[config.mk]
export PLATFORM = sky130hd
export DESIGN_NAME = otp_rd_seq
export DESIGN_NICKNAME = d
export VERILOG_FILES = /design/src/rtl/otp_rd_pkg.sv /design/src/rtl/otp_rd_range.sv /design/src/rtl/otp_rd_dwell.sv /design/src/rtl/otp_rd_ctrl.sv /design/src/rtl/otp_rd_seq.sv
export SDC_FILE = /design/constraint.sdc
export NUM_CORES = 1
export LEC_CHECK = 0
export BUFFER_PORTS_ARGS = -buffer_cell sky130_fd_sc_hd__buf_4
export CAP_MARGIN = 20
export CORE_MARGIN = 3
export CORE_UTILIZATION = 50
export CTS_CLUSTER_SIZE = 8
export DETAILED_ROUTE_END_ITERATION = 12
export PLACE_DENSITY = 0.76
export SYNTH_ARGS = -nofsm -noshare
export SYNTH_HDL_FRONTEND = slang
export SYNTH_SLANG_ARGS = --single-unit
[constraint.sdc]
create_clock -name clk -period 2.8 [get_ports clk]
set_clock_uncertainty 0.15 [all_clocks]
set_input_delay 0.56 -clock clk [delete_from_list [all_inputs] [get_ports clk]]
set_output_delay 0.56 -clock clk [all_outputs]
set_load 0.03 [all_outputs]
[src/rtl/otp_rd_pkg.sv]
package otp_rd_pkg;

  typedef enum logic [3:0] {
    ST_IDLE,
    ST_PU_TRIM,
    ST_PU_CE,
    ST_ADDR,
    ST_HI,
    ST_LO,
    ST_PD_CE,
    ST_PD_TRIM,
    ST_PD_DSTB
  } seq_state_e;

  // A run fits when its first word lies inside and its end does not pass the limit.
  function automatic logic span_fits(input int unsigned first,
                                     input int unsigned n,
                                     input int unsigned limit);
    return (first < limit) && ((first + n) <= limit);
  endfunction

  // Cycles one word occupies: address step, clock high, clock low.
  function automatic int unsigned beat_period(input int unsigned hi,
                                              input int unsigned lo);
    return 1 + hi + lo;
  endfunction

endpackage

[src/rtl/otp_rd_range.sv]
module otp_rd_range #(
  parameter int FUSES = 4096,
  parameter int IDXW  = 13,
  parameter int CNTW  = 13
) (
  input  logic [IDXW-1:0] idx,
  input  logic [CNTW-1:0] cnt,
  output logic            ok
);
  import otp_rd_pkg::*;

  always_comb begin
    ok = span_fits(32'(idx), 32'(cnt), 32'(FUSES));
  end

endmodule

[src/rtl/otp_rd_dwell.sv]
module otp_rd_dwell #(
  parameter int HI_CYC = 2,
  parameter int LO_CYC = 2
) (
  input  logic clk,
  input  logic rst_n,
  input  logic load_hi,
  input  logic load_lo,
  output logic expired
);
  localparam int MAXC = (HI_CYC > LO_CYC) ? HI_CYC : LO_CYC;
  localparam int TW   = (MAXC < 2) ? 1 : $clog2(MAXC + 1);

  logic [TW-1:0] left;

  always_ff @(posedge clk or negedge rst_n) begin
    if (!rst_n)              left <= '0;
    else if (load_hi)        left <= TW'(HI_CYC - 1);
    else if (load_lo)        left <= TW'(LO_CYC - 1);
    else if (left != '0)     left <= left - TW'(1);
  end

  assign expired = (left == '0);

  // the two phase loads come from distinct states and never coincide
  a_r4_single_load: assert property (@(posedge clk) disable iff (!rst_n)
    !(load_hi && load_lo));

  // a loaded phase counts down one step per cycle
  a_r4_countdown: assert property (@(posedge clk) disable iff (!rst_n)
    (!load_hi && !load_lo && left != '0) |=> (left == $past(left) - TW'(1)));

endmodule

[src/rtl/otp_rd_ctrl.sv]
module otp_rd_ctrl #(
  parameter int DW   = 32,
  parameter int AW   = 12,
  parameter int IDXW = 13,
  parameter int CNTW = 13
) (
  input  logic            clk,
  input  logic            rst_n,
  input  logic            start,
  input  logic            req_ok,
  input  logic [IDXW-1:0] req_idx,
  input  logic [CNTW-1:0] req_cnt,
  input  logic            tmr_expired,
  output logic            tmr_load_hi,
  output logic            tmr_load_lo,
  input  logic [DW-1:0]   otp_dout,
  output logic            rsp_valid,
  output logic [DW-1:0]   rsp_data,
  output logic            done,
  output logic            err,
  output logic            busy,
  output logic            otp_dstb_n,
  output logic            otp_trim,
  output logic            otp_ce,
  output logic [AW-1:0]   otp_addr,
  output logic            otp_clk
);
  import otp_rd_pkg::*;

  seq_state_e      state;
  logic [IDXW-1:0] cur_idx;
  logic [CNTW-1:0] left;

  // named events for the assertions
  logic            idle;
  logic            accept;
  logic            reject;
  logic            beat;
  logic            last_beat;
  logic [IDXW-1:0] nxt_idx;

  assign idle      = (state == ST_IDLE);
  assign accept    = idle && start && req_ok;
  assign reject    = idle && start && !req_ok;
  assign beat      = (state == ST_LO) && tmr_expired;
  assign last_beat = beat && (left == CNTW'(1));
  assign nxt_idx   = cur_idx + IDXW'(1);

  assign tmr_load_hi = (state == ST_ADDR);
  assign tmr_load_lo = (state == ST_HI) && tmr_expired;
  assign busy        = !idle;

  always_ff @(posedge clk or negedge rst_n) begin
    if (!rst_n) begin
      state      <= ST_IDLE;
      cur_idx    <= '0;
      left       <= '0;
      rsp_valid  <= 1'b0;
      rsp_data   <= '0;
      done       <= 1'b0;
      err        <= 1'b0;
      otp_dstb_n <= 1'b0;
      otp_trim   <= 1'b0;
      otp_ce     <= 1'b0;
      otp_addr   <= '0;
      otp_clk    <= 1'b0;
    end else begin
      rsp_valid <= 1'b0;
      done      <= 1'b0;
      err       <= 1'b0;
      unique case (state)
        ST_IDLE: begin
          if (accept) begin
            otp_dstb_n <= 1'b1;
            cur_idx    <= req_idx;
            left       <= req_cnt;
            state      <= ST_PU_TRIM;
          end else if (reject) begin
            err <= 1'b1;
          end
        end
        ST_PU_TRIM: begin
          otp_trim <= 1'b1;
          state    <= ST_PU_CE;
        end
        ST_PU_CE: begin
          otp_ce <= 1'b1;
          if (left != '0) begin
            otp_addr <= cur_idx[AW-1:0];
            state    <= ST_ADDR;
          end else begin
            state <= ST_PD_CE;
          end
        end
        ST_ADDR: begin
          otp_clk <= 1'b1;
          state   <= ST_HI;
        end
        ST_HI: begin
          if (tmr_expired) begin
            otp_clk <= 1'b0;
            state   <= ST_LO;
          end
        end
        ST_LO: begin
          if (tmr_expired) begin
            rsp_valid <= 1'b1;
            rsp_data  <= otp_dout;
            left      <= left - CNTW'(1);
            cur_idx   <= nxt_idx;
            if (last_beat) begin
              state <= ST_PD_CE;
            end else begin
              otp_addr <= nxt_idx[AW-1:0];
              state    <= ST_ADDR;
            end
          end
        end
        ST_PD_CE: begin
          otp_ce <= 1'b0;
          state  <= ST_PD_TRIM;
        end
        ST_PD_TRIM: begin
          otp_trim <= 1'b0;
          state    <= ST_PD_DSTB;
        end
        ST_PD_DSTB: begin
          otp_dstb_n <= 1'b0;
          done       <= 1'b1;
          state      <= ST_IDLE;
        end
        default: state <= ST_IDLE;
      endcase
    end
  end

  // trim only while out of deep standby, enable only while trimmed
  a_r3_trim_needs_dstb: assert property (@(posedge clk) disable iff (!rst_n)
    otp_trim |-> otp_dstb_n);
  a_r3_ce_needs_trim: assert property (@(posedge clk) disable iff (!rst_n)
    otp_ce |-> otp_trim);
  a_r3_trim_after_dstb: assert property (@(posedge clk) disable iff (!rst_n)
    $rose(otp_trim) |-> $past(otp_dstb_n));
  a_r3_ce_after_trim: assert property (@(posedge clk) disable iff (!rst_n)
    $rose(otp_ce) |-> $past(otp_trim));

  // clock pulses only with the macro enabled, address held under the clock
  a_r4_clk_needs_ce: assert property (@(posedge clk) disable iff (!rst_n)
    otp_clk |-> otp_ce);
  a_r4_addr_steady: assert property (@(posedge clk) disable iff (!rst_n)
    otp_clk |-> $stable(otp_addr));

  // a word is handed back only after the clock low phase, macro still on
  a_r5_valid_clk_low: assert property (@(posedge clk) disable iff (!rst_n)
    rsp_valid |-> (!otp_clk && otp_ce && $past(!otp_clk)));

  // trim drops only after enable, standby re-entry coincides with done
  a_r7_trim_after_ce: assert property (@(posedge clk) disable iff (!rst_n)
    $fell(otp_trim) |-> $past(!otp_ce));
  a_r7_dstb_with_done: assert property (@(posedge clk) disable iff (!rst_n)
    $fell(otp_dstb_n) |-> done);

  // a refused request leaves the macro in deep standby and idle
  a_r2_err_idle: assert property (@(posedge clk) disable iff (!rst_n)
    err |-> (!otp_dstb_n && !busy && !otp_ce));

  // done closes a busy period, starts while busy leave operands alone
  a_r9_done_ends_busy: assert property (@(posedge clk) disable iff (!rst_n)
    done |-> (!busy && $past(busy)));
  a_r9_ignore_start: assert property (@(posedge clk) disable iff (!rst_n)
    (busy && state != ST_LO) |=> $stable(cur_idx));

endmodule

[src/rtl/otp_rd_seq.sv]
module otp_rd_seq #(
  parameter int FUSES  = 4096,
  parameter int DW     = 32,
  parameter int HI_CYC = 2,
  parameter int LO_CYC = 2,
  localparam int AW    = $clog2(FUSES),
  localparam int IDXW  = AW + 1,
  localparam int CNTW  = AW + 1
) (
  input  logic            clk,
  input  logic            rst_n,
  input  logic            req_start,
  input  logic [IDXW-1:0] req_index,
  input  logic [CNTW-1:0] req_count,
  output logic            rsp_valid,
  output logic [DW-1:0]   rsp_data,
  output logic            req_done,
  output logic            req_err,
  output logic            busy,
  output logic            otp_dstb_n,
  output logic            otp_trim,
  output logic            otp_ce,
  output logic [AW-1:0]   otp_addr,
  output logic            otp_clk,
  input  logic [DW-1:0]   otp_dout
);

  logic span_ok;
  logic tmr_expired;
  logic tmr_load_hi;
  logic tmr_load_lo;

  otp_rd_range #(.FUSES(FUSES), .IDXW(IDXW), .CNTW(CNTW)) u_range (
    .idx (req_index),
    .cnt (req_count),
    .ok  (span_ok)
  );

  otp_rd_dwell #(.HI_CYC(HI_CYC), .LO_CYC(LO_CYC)) u_dwell (
    .clk     (clk),
    .rst_n   (rst_n),
    .load_hi (tmr_load_hi),
    .load_lo (tmr_load_lo),
    .expired (tmr_expired)
  );

  otp_rd_ctrl #(.DW(DW), .AW(AW), .IDXW(IDXW), .CNTW(CNTW)) u_ctrl (
    .clk         (clk),
    .rst_n       (rst_n),
    .start       (req_start),
    .req_ok      (span_ok),
    .req_idx     (req_index),
    .req_cnt     (req_count),
    .tmr_expired (tmr_expired),
    .tmr_load_hi (tmr_load_hi),
    .tmr_load_lo (tmr_load_lo),
    .otp_dout    (otp_dout),
    .rsp_valid   (rsp_valid),
    .rsp_data    (rsp_data),
    .done        (req_done),
    .err         (req_err),
    .busy        (busy),
    .otp_dstb_n  (otp_dstb_n),
    .otp_trim    (otp_trim),
    .otp_ce      (otp_ce),
    .otp_addr    (otp_addr),
    .otp_clk     (otp_clk)
  );

endmodule

==> metrics.yaml <==
run_status:
  status: "finished, violations left"
  violations: "negative setup slack"
synth:
  syn_inst: 545
  ys_types: 60
  netlist_area_mm2: 0.00460
  async_flop_share_pct: 100
  synth_edf_count: 0
  syn_avg_cell_area_um2: 8.44
  ys_warn_count: 0
  synth_ff_type: "dfrtp_1"
  ys_ff_latch: 82
  ys_seq_area_share_pct: 44.6
  syn_nets: 623
floorplan:
  ios: 113
  die_x_um: 102
  dieArea_mm2: 0.0104
  die_y_um: 102
  rows: 34
  initial_core_util_pct: 52.0
  core_mm2: 0.00885
cts:
  cts_tree: "yes"
  clk_pin_slew_ps: 90
  cts.sinks: 82
  clk_latency_ps: 360
  cts.path.max_buffers: 2
  cts-buffers-inserted: 9
  root_buffer: "clkbuf_8"
  cts_max_level: 3
worst_setup_path:
  crit_path_end_kind: "register"
  worstPathRequired_ps: 2940
  r2r_slack_ps: 330
  path_buf_inv: 2
  r2r-start: "u_ctrl.state[0]"
  arrival_ps: 3150
  cp_slowest_cell: "fa_2"
  cp_cell_sequence: "buf_8 -> ha_4 -> fa_2 -> a211oi_2 -> xor2_1 -> a21o_1 -> o2111ai_1 -> a2111o_1 -> o21ai_4 -> nand2_2 -> buf_6 -> a2bb2oi_1 -> o22a_1"
  cpLargestDelayFamily: "compound AO/OA/AOI/OAI gates"
  r2r.worst_path.cells: 9
  worstSetupPathType: "in2reg"
  crit_path_start_kind: "primary input"
  rr_endpoint: "u_ctrl.otp_addr[9]"
  slowest_delay_ps: 410
  crit_path_max_fanout: 4
layout:
  mostFrequentLayoutCells: "buf_4, nand2_1, dfrtp_1, nor2_1, o21ai_0"
  antennaDiodeCount: 0
  fin_nets: 789
  drive_gt1_share_pct: 32.5
  layout_commonest_cell: "buf_4"
  syn2layout_area_growth_pct: 40.0
drt:
  wl_per_cell_um: 16.4
  vias: 4660
  drt_first_pass_iters: 5
  drc_errors: 0
  drt-initial-drc-count: 261
  viasPerCell: 5.66
  ant_nets: 0
  wl_um: 13500
timing:
  hold_ws_ps: 25.1
  finalSetupViolations: 27
  hold_viol: 0
  max_freq_mhz: 332
  fin_tns_setup_ps: -3710
  period_share_pct: 107
  maxSlewHeadroom_pct: 63.7
  min_period_ps: 3010
  slew_viol_final: 0
  rsz0062_at_grt: "true"
  worstMarginPinSlew_ps: 540
  setup_ws_ps: -208
run:
  maxCapViolations: 0
global_route:
  groute.usage.overall_pct: 26.0
  antenna_found_initial: 0
  grt_pass1_wl_um: 21600
  overflow: 0
  grt_max_degree: 46
  grt_pass1_vias: 4519
place:
  gp_congestion: 0.916
  io_buffers: 112
  dp_hpwl_um: 9750
hold_path:
  hp-class: "in2async"
pwr:
  peakVddDrop_mv: 0.294
  p_leak_nw: 3.09
  powerDensity_mw_per_mm2: 425
area by class of cell:
type / count / area [um2]
flip-flops and latches: 82 / 2050
inverters: 13 / 48.8
multi-input cells: 422 / 2520
clock inverters: 7 / 106
clock buffers: 9 / 124
fillers: 701 / 2410
well taps: 108 / 135
repair buffers: 183 / 1450
worst max-delay path by stage:
| stage | startpoint | endpoint | cells after the start |
|---|---|---|---|
| 3_5_place_dp | req_count[0] | u_ctrl.left[3] | 12 |
| 2_1_floorplan | req_count[0] | u_ctrl.cur_idx[5] | 12 |
| 4_1_cts | req_count[0] | u_ctrl.left[3] | 12 |
| 6_report | req_count[0] | u_ctrl.left[10] | 13 |
| 5_1_grt | req_index[4] | u_ctrl.left[10] | 13 |
| 3_3_place_gp | req_count[0] | u_ctrl.left[3] | 12 |
power by group:
part           switching, mW  leakage [nW]  internal (mW)
Combinational          0.252          1.96          0.244
Clock                  0.501         0.117          0.521
Sequential            0.0127          1.02           1.21
worst reg2reg max path, cell delays in order (launching register included):
cell and delay, ps:
dfrtp_1 430, nor2b_1 290, nand2_1 180, nor2_2 130, nand2_1 180, nor4bb_1 420, nor2_1 130, nand2_1 90
buf_4 220, o21ai_0 130
timing repair:
action,in CTS,in global routing
hold buffers,0,0
setup endpoints to repair,27,27
resized for setup,21,15
setup buffers,0,4
pin swaps,9,3
cell usage after synthesis (11+ instances only):
cell / number / share of area [%]
inv_1: 13 / 1.1
clkbuf_1: 20 / 1.6
nor3_1: 15 / 1.6
ha_1: 16 / 4.4
xnor2_1: 11 / 2.1
dfrtp_1: 82 / 45
nand2_1: 141 / 12
o21ai_0: 27 / 2.9
a21oi_1: 26 / 2.8
nor2_1: 51 / 4.2
nand3_1: 12 / 1.3
sequential cells by signal, summed over array words and instances, names as in the netlist, 2 cells and up:
| name | count |
|---|---|
| u_ctrl.cur_idx | 12 |
| u_ctrl.left | 13 |
| u_ctrl.otp_addr | 12 |
| u_ctrl.rsp_data | 32 |
| u_ctrl.state | 4 |
| u_dwell.left | 2 |
cell families (layout without fill, tap and decap cells):
| group | count (synthesis) | in the layout | share of synthesized area (%) |
|---|---|---|---|
| buffers and inverters | 41 | 212 | 3.86 |
| DFF | 82 | 82 | 44.6 |
| xor gates and xnor gates | 19 | 19 | 3.62 |
| and+or+nand+nor | 252 | 252 | 23.3 |
| muxes | 1 | 1 | 0.218 |
| AOI/OAI and AO/OA | 133 | 133 | 19.6 |
| adders and majority gates | 17 | 17 | 4.79 |
routing by layer:
| metal | track usage (%) | up-vias | wire length (um) |
|---|---|---|---|
| li1 | - | 2251 | - |
| met4 | 8.07 | 0 | 275 |
| met1 | 35.7 | 2196 | 5760 |
| met2 | 42.7 | 187 | 6640 |
| met3 | 4.10 | 26 | 800 |
| met5 | 0 | - | 0 |
through the flow:
step           util (%)  worst slack [ps]  area (um2)  std cells  total power, mW
2_1_floorplan         -              -288        4640        545             1.45
3_5_place_dp       68.1              -680        6020        804             1.71
6_report           72.8              -208        6440        824             2.74
3_3_place_gp       68.1              -603        6020        804             1.70
5_1_grt            72.8              -377        6440        824             2.83
4_1_cts            71.8              -146        6350        820             2.73
No activity file was read; power rests on OpenSTA's default activity.
